==> config.mk <==
export PLATFORM = sky130hd
export DESIGN_NAME = i2c_stretch_ctrl
export DESIGN_NICKNAME = d
export VERILOG_FILES = /design/src/rtl/i2c_stretch_pkg.sv /design/src/rtl/i2c_quarter_timer.sv /design/src/rtl/i2c_phase_seq.sv /design/src/rtl/i2c_line_drive.sv /design/src/rtl/i2c_stretch_ctrl.sv
export SDC_FILE = /design/constraint.sdc
export NUM_CORES = 1
export LEC_CHECK = 0
export BUFFER_PORTS_ARGS = -buffer_cell sky130_fd_sc_hd__buf_2
export CORE_MARGIN = 1
export CORE_UTILIZATION = 40
export DETAILED_ROUTE_END_ITERATION = 16
export PLACE_DENSITY_LB_ADDON = 0.3
export SLEW_MARGIN = 25
export SYNTH_ARGS = -nofsm -noshare
export SYNTH_HDL_FRONTEND = slang
export SYNTH_SLANG_ARGS = --single-unit
==> constraint.sdc <==
create_clock -name clk -period 2.7 [get_ports clk]
set_input_delay 0.54 -clock clk [delete_from_list [all_inputs] [get_ports clk]]
set_output_delay 0.54 -clock clk [all_outputs]
set_load 0.02 [all_outputs]
==> src/rtl/i2c_stretch_pkg.sv <==
package i2c_stretch_pkg;
  typedef enum logic [1:0] {
    OP_START = 2'd0,
    OP_STOP  = 2'd1,
    OP_WRITE = 2'd2,
    OP_READ  = 2'd3
  } op_e;

  // Clocks per quarter-phase; a zero setting behaves like one.
  function automatic logic [31:0] quarter_len(input logic [31:0] p);
    return (p == 32'd0) ? 32'd1 : p;
  endfunction

  // Quarter-phases taken by one operation.
  function automatic int unsigned op_quarters(input logic is_byte, input int unsigned dw);
    return is_byte ? 4 * (dw + 1) : 4;
  endfunction
endpackage

==> src/rtl/i2c_quarter_timer.sv <==
module i2c_quarter_timer
  import i2c_stretch_pkg::*;
#(
  parameter int unsigned PW = 8
) (
  input  logic          clk,
  input  logic          rst_n,
  input  logic          clear,
  input  logic [PW-1:0] load_val,
  input  logic          run,
  input  logic          hold,
  output logic          tick
);
  logic [PW-1:0] div_q;
  logic [PW-1:0] cnt_q;
  logic          at_end;

  assign at_end = (cnt_q == div_q - 1'b1);
  assign tick   = run && !hold && at_end;

  always_ff @(posedge clk or negedge rst_n) begin
    if (!rst_n) begin
      div_q <= PW'(1);
      cnt_q <= '0;
    end else if (clear) begin
      div_q <= PW'(quarter_len(32'(load_val)));
      cnt_q <= '0;
    end else if (run && !hold) begin
      if (at_end) cnt_q <= '0;
      else        cnt_q <= cnt_q + 1'b1;
    end
  end
endmodule

==> src/rtl/i2c_phase_seq.sv <==
module i2c_phase_seq
  import i2c_stretch_pkg::*;
#(
  parameter int unsigned DW  = 8,
  localparam int unsigned BCW = $clog2(DW + 1)
) (
  input  logic           clk,
  input  logic           rst_n,
  input  logic           enable,
  input  logic           accept,
  input  op_e            op_in,
  input  logic           tick,
  output logic           busy,
  output logic [1:0]     phase,
  output logic [BCW-1:0] bitn,
  output op_e            op_q,
  output logic           sample_evt,
  output logic           bit_end_evt,
  output logic           done_evt
);
  logic is_byte;
  logic last_bit;

  assign is_byte     = op_q[1];
  assign last_bit    = !is_byte || (bitn == BCW'(DW));
  assign sample_evt  = busy && tick && (phase == 2'd2) && is_byte;
  assign bit_end_evt = busy && tick && (phase == 2'd3);
  assign done_evt    = bit_end_evt && last_bit;

  always_ff @(posedge clk or negedge rst_n) begin
    if (!rst_n) begin
      busy  <= 1'b0;
      phase <= 2'd0;
      bitn  <= '0;
      op_q  <= OP_START;
    end else if (!enable) begin
      busy  <= 1'b0;
      phase <= 2'd0;
      bitn  <= '0;
    end else if (accept) begin
      busy  <= 1'b1;
      op_q  <= op_in;
      phase <= 2'd0;
      bitn  <= '0;
    end else if (busy && tick) begin
      phase <= phase + 2'd1;
      if (phase == 2'd3) begin
        if (last_bit) busy <= 1'b0;
        else          bitn <= bitn + 1'b1;
      end
    end
  end
endmodule

==> src/rtl/i2c_line_drive.sv <==
module i2c_line_drive
  import i2c_stretch_pkg::*;
#(
  parameter int unsigned DW  = 8,
  localparam int unsigned BCW = $clog2(DW + 1)
) (
  input  logic           clk,
  input  logic           rst_n,
  input  logic           enable,
  input  logic           accept,
  input  logic [DW-1:0]  cmd_data,
  input  logic           cmd_ack,
  input  logic           busy,
  input  op_e            op_q,
  input  logic [1:0]     phase,
  input  logic [BCW-1:0] bitn,
  input  logic           sample_evt,
  input  logic           bit_end_evt,
  input  logic           done_evt,
  input  logic           sda_i,
  output logic           scl_oe,
  output logic           sda_oe,
  output logic [DW-1:0]  rx_data,
  output logic           ack_seen
);
  logic [DW-1:0] shift_q;
  logic          samp_q;
  logic          ackd_q;
  logic          hold_scl_q;
  logic          hold_sda_q;
  logic          ack_bit;
  logic          bit_pull;
  logic          scl_pull;
  logic          sda_pull;

  assign ack_bit = (bitn == BCW'(DW));

  // Pull-low request for SDA during the current byte bit.
  always_comb begin
    if (ack_bit)               bit_pull = (op_q == OP_READ) ? ackd_q : 1'b0;
    else if (op_q == OP_WRITE) bit_pull = !shift_q[DW-1];
    else                       bit_pull = 1'b0;
  end

  always_comb begin
    scl_pull = hold_scl_q;
    sda_pull = hold_sda_q;
    if (busy) begin
      unique case (op_q)
        OP_START: begin
          scl_pull = (phase == 2'd0) ? hold_scl_q : (phase == 2'd3);
          sda_pull = phase[1];
        end
        OP_STOP: begin
          scl_pull = (phase == 2'd0);
          sda_pull = (phase != 2'd3);
        end
        default: begin
          scl_pull = (phase == 2'd0) || (phase == 2'd3);
          sda_pull = bit_pull;
        end
      endcase
    end
  end

  assign scl_oe = enable && scl_pull;
  assign sda_oe = enable && sda_pull;

  always_ff @(posedge clk or negedge rst_n) begin
    if (!rst_n) begin
      shift_q    <= '0;
      samp_q     <= 1'b0;
      ackd_q     <= 1'b0;
      hold_scl_q <= 1'b0;
      hold_sda_q <= 1'b0;
      rx_data    <= '0;
      ack_seen   <= 1'b0;
    end else if (!enable) begin
      hold_scl_q <= 1'b0;
      hold_sda_q <= 1'b0;
    end else begin
      if (accept) begin
        shift_q <= cmd_data;
        ackd_q  <= cmd_ack;
      end
      if (sample_evt) begin
        samp_q <= sda_i;
        if (ack_bit && op_q == OP_WRITE) ack_seen <= !sda_i;
      end
      if (bit_end_evt && !ack_bit && op_q[1]) shift_q <= {shift_q[DW-2:0], samp_q};
      if (done_evt) begin
        unique case (op_q)
          OP_START: begin hold_scl_q <= 1'b1; hold_sda_q <= 1'b1; end
          OP_STOP:  begin hold_scl_q <= 1'b0; hold_sda_q <= 1'b0; end
          default:  begin hold_scl_q <= 1'b1; hold_sda_q <= 1'b0; end
        endcase
        if (op_q == OP_READ) rx_data <= shift_q;
      end
    end
  end
endmodule

==> src/rtl/i2c_stretch_ctrl.sv <==
module i2c_stretch_ctrl
  import i2c_stretch_pkg::*;
#(
  parameter int unsigned PW = 8,
  parameter int unsigned DW = 8
) (
  input  logic          clk,
  input  logic          rst_n,
  input  logic          enable,
  input  logic          stretch_en,
  input  logic [PW-1:0] prescale,
  input  logic          cmd_valid,
  input  logic [1:0]    cmd_op,
  input  logic [DW-1:0] cmd_data,
  input  logic          cmd_ack,
  input  logic          scl_i,
  input  logic          sda_i,
  output logic          scl_oe,
  output logic          sda_oe,
  output logic          busy,
  output logic          irq,
  output logic [DW-1:0] rx_data,
  output logic          ack_seen
);
  localparam int unsigned BCW = $clog2(DW + 1);

  logic           accept;
  logic           tick;
  logic           hold_stall;
  logic           sample_evt;
  logic           bit_end_evt;
  logic           done_evt;
  logic [1:0]     phase;
  logic [BCW-1:0] bitn;
  op_e            op_q;

  assign accept     = enable && cmd_valid && !busy;
  assign hold_stall = stretch_en && busy && !scl_oe && !scl_i;
  assign irq        = enable && !busy;

  i2c_quarter_timer #(.PW(PW)) u_timer (
    .clk      (clk),
    .rst_n    (rst_n),
    .clear    (accept || !enable),
    .load_val (prescale),
    .run      (busy),
    .hold     (hold_stall),
    .tick     (tick)
  );

  i2c_phase_seq #(.DW(DW)) u_seq (
    .clk         (clk),
    .rst_n       (rst_n),
    .enable      (enable),
    .accept      (accept),
    .op_in       (op_e'(cmd_op)),
    .tick        (tick),
    .busy        (busy),
    .phase       (phase),
    .bitn        (bitn),
    .op_q        (op_q),
    .sample_evt  (sample_evt),
    .bit_end_evt (bit_end_evt),
    .done_evt    (done_evt)
  );

  i2c_line_drive #(.DW(DW)) u_lines (
    .clk         (clk),
    .rst_n       (rst_n),
    .enable      (enable),
    .accept      (accept),
    .cmd_data    (cmd_data),
    .cmd_ack     (cmd_ack),
    .busy        (busy),
    .op_q        (op_q),
    .phase       (phase),
    .bitn        (bitn),
    .sample_evt  (sample_evt),
    .bit_end_evt (bit_end_evt),
    .done_evt    (done_evt),
    .sda_i       (sda_i),
    .scl_oe      (scl_oe),
    .sda_oe      (sda_oe),
    .rx_data     (rx_data),
    .ack_seen    (ack_seen)
  );
endmodule

==> flow_metrics.tcl <==
set metrics [dict create \
    slew_violations 0 \
    cts_hold_buf 0 \
    cp_max_fo 7 \
    core_um2 6060 \
    crit_type "reg2reg" \
    finalSetupTns_ns 0 \
    timing.rr.start "u_timer.div_q[1]$_DFFE_PN0N_" \
    skew_ns 0.00871 \
    post_drt_wl_per_cell_um 15.1 \
    die_height_um 82.4 \
    worstSkewPairLatency_ns 0.31 \
    drt.antenna.violating_nets 0 \
    hold_path_class "in2async" \
    grt_pass1_wl_um 9870 \
    gr-usage-all-layers_pct 19.4 \
    ir_worst_vdd_mv 0.218 \
    fp-row-count 28 \
    ys_seq_elements 46 \
    synth_edf_count 0 \
    synth_ff_type "dfrtp_1" \
    crit_chain "or4_4 > and4bb_2 > nor3b_2 > a211o_1 > buf_6 > or4_1 > a21oi_2" \
    synthToLayoutAreaGrowth_pct 22.4 \
    r2r_cells 7 \
    fmax_ghz 0.379 \
    drc 0 \
    multi_input_comb_area_um2 1360 \
    cts_inserted_buffers 5 \
    crit_required_ns 2.94 \
    cap_violations 0 \
    routed_wl_um 6080 \
    critical_path_buf_inv_count 1 \
    antenna_found_initial 0 \
    max_slew_margin_pct 69.1 \
    tightestPinTransition_ns 0.460 \
    synthCells 267 \
    hpwlAfterDp_um 4340 \
    grt_busiest_layer "met2" \
    syn_area_um2 2590 \
    fin_crit_ns 2.64 \
    die_x_um 82.4 \
    finalHoldViolCount 0 \
    cts_buffer_depth 2 \
    finalCritPeriodShare_pct 97.6 \
    antennaDiodeCount 0 \
    power_w 0.00148 \
    ys_seq_area_share_pct 44.6 \
    r2r-end "u_seq.bitn[2]$_DFFE_PN0P_" \
    dieArea_um2 6790 \
    cp-end-kind "flip-flop" \
    avgSynthCellArea_um2 9.69 \
    drive_gt1_share_pct 36.0 \
    pin_count 39 \
    met3_usage_pct 3.96 \
    gr-usage-met2_pct 31.3 \
    cp_top_family "simple AND/OR/NAND/NOR gates" \
    r2r_slack_ns 0.06 \
    final_cell_area_um2 3160 \
    grt_max_degree 35 \
    tritoncts "built" \
    dpl.cell_count 387 \
    yosys_warnings 0 \
    drtIter0Drc 100 \
    vias_per_cell 5.52 \
    status "completed" \
    grt_pass1_vias 2107 \
    final_nets 360 \
    p_per_area_nw_per_um2 468 \
    max_stage_delay_ns 0.57 \
    p_leak_nw 1.43 \
    setup_violations 0 \
    grt_use_met1_pct 25.5 \
    place.gp.congestion 0.808 \
    finalNonFillerCells 403 \
    dpl_cell_area_um2 2960 \
    n_fill_cell 581 \
    hold-worst-slack_ns 0.108 \
    cts-root-buf "clkbuf_8" \
    cts_sinks 46 \
    yosys.cell_types.count 54 \
    clk_pin_slew_ns 0.09 \
    cpMaxStageDelayCell "or4_4" \
    crit_arrival_ns 2.87 \
    async_flop_share_pct 100 \
    start_kind "flip-flop" \
    grt_overflow 0 \
    floorplan.initialDensity_pct 42.7 \
    htreeDepth 2 \
    firstDrtPassIters 4 \
    vias 2225 \
    regArea_um2 1150 \
    synth_nets 300 \
    port_buffers 38 \
]
==> where the power goes <==
| group | internal [W] | switching [W] | leakage, nW |
|---|---|---|---|
| Sequential | 0.000733 | 0.0000416 | 0.593 |
| Clock | 0.000185 | 0.000254 | 0.0408 |
| Combinational | 0.000124 | 0.000143 | 0.798 |
| Total | 0.00104 | 0.000439 | 1.43 |
==> sequential cells by signal, indices dropped and copies added, names as in the netlist <==
| name | cells |
|---|---|
| u_seq.phase | 2 |
| u_timer.cnt_q | 8 |
| u_timer.div_q | 8 |
| u_lines.shift_q | 8 |
| u_lines.samp_q | 1 |
| u_lines.rx_data | 8 |
| u_seq.bitn | 4 |
| u_seq.op_q | 2 |
| u_lines.ack_seen | 1 |
| u_lines.hold_sda_q | 1 |
| u_seq.busy | 1 |
| u_lines.ackd_q | 1 |
| u_lines.hold_scl_q | 1 |
==> layer usage <==
| metal | routed length [um] | up-vias |
|---|---|---|
| met4 | 102 | 0 |
| met5 | 0 | - |
| met3 | 209 | 9 |
| met1 | 2790 | 1083 |
| met2 | 2980 | 46 |
| li1 | - | 1087 |
==> through the flow <==
step	worst slack, ns	utilization [%]
floorplan	0.0304	-
global placement	-0.0262	48.9
detailed placement	-0.0624	48.9
CTS	-0.0133	50.9
global route	-0.0215	52.2
finish	0.0643	52.2
==> logic make-up (layout without fill, tap and decap cells) <==
family	count (synthesis)	in the layout	share of synthesized area, %
DFF	46	46	44.6
xor gates and xnor gates	7	7	2.37
adders and majority gates	7	7	3.39
buffers and inverters	28	89	4.45
AOI/OAI and AO/OA	55	55	16.2
muxes	17	17	7.16
and+or+nand+nor	107	107	21.9
==> synth_stat cells, types with 2 or more instances <==
library cell,instances,area share (%)
clkbuf_1,10,1.5
mux2_2,12,5.2
nor3b_1,2,0.58
inv_1,15,2.2
a31oi_1,2,0.48
nor3_1,5,0.97
o31a_1,2,0.68
nand4_1,4,0.97
nand2b_1,4,0.97
or4_1,4,1.2
a211oi_1,2,0.58
o21ai_0,10,1.9
o31ai_1,3,0.87
nand3_1,10,1.9
nor4_1,3,0.73
a21oi_1,10,1.9
buf_2,2,0.39
o311ai_0,2,0.68
xor2_1,3,1.0
o22ai_1,2,0.48
mux2i_1,5,1.9
nor2_1,11,1.6
nand2_1,41,6.0
ha_1,7,3.4
or3_1,2,0.48
and3_1,3,0.73
or3b_2,2,0.68
xnor2_1,4,1.4
o221a_2,9,3.9
dfrtp_1,45,44
or2_2,8,1.9
==> cell usage in the layout (no fill, tap or decap), types with 3 or more instances in the layout <==
cell type / instances
mux2i_1: 5
nand2b_1: 4
dfrtp_1: 45
xnor2_1: 4
nand3_1: 10
clkbuf_8: 5
and3_1: 3
mux2_2: 12
or4_1: 3
nand2_1: 41
nand4_1: 4
a21oi_1: 8
nor3_1: 5
ha_1: 7
o31ai_1: 3
buf_4: 25
xor2_1: 3
buf_2: 38
o221a_2: 9
or2_2: 8
inv_1: 14
nor2_1: 11
o21ai_0: 10
==> how the worst max path moves through the flow <==
stage | depth (start not counted) | startpoint | slack [ns] | to
final | 7 | u_timer.div_q[1]$_DFFE_PN0N_ | 0.06 | u_seq.bitn[2]$_DFFE_PN0P_
after global routing | 9 | u_timer.div_q[0]$_DFFE_PN1N_ | -0.02 | u_seq.bitn[2]$_DFFE_PN0P_
after detailed placement | 9 | u_timer.div_q[1]$_DFFE_PN0N_ | -0.06 | u_lines.rx_data[0]$_DFFE_PN0P_
after CTS | 9 | u_timer.div_q[1]$_DFFE_PN0N_ | -0.01 | u_seq.bitn[3]$_DFFE_PN0P_
after floorplan | 8 | u_timer.div_q[0]$_DFFE_PN1N_ | 0.03 | u_lines.rx_data[0]$_DFFE_PN0P_
after global placement | 8 | u_timer.div_q[1]$_DFFE_PN0N_ | -0.03 | u_lines.shift_q[3]$_DFFE_PN0P_
==> repair_timing <==
action | CTS | global route
gates resized for setup | 5 | 9
setup endpoints to repair | 22 | 27
setup buffers | 2 | 6
pin swaps | 1 | 9
==> area by class of cell <==
cell class | count | area share [%]
clock inverters | 3 | 0.751
multi-input cells | 193 | 43.1
repair buffers | 66 | 12.8
inverters | 15 | 1.78
flip-flops and latches | 46 | 36.4
well taps | 75 | 2.97
clock buffers | 5 | 2.17
Note: power is estimated with default switching activity, not from simulation.
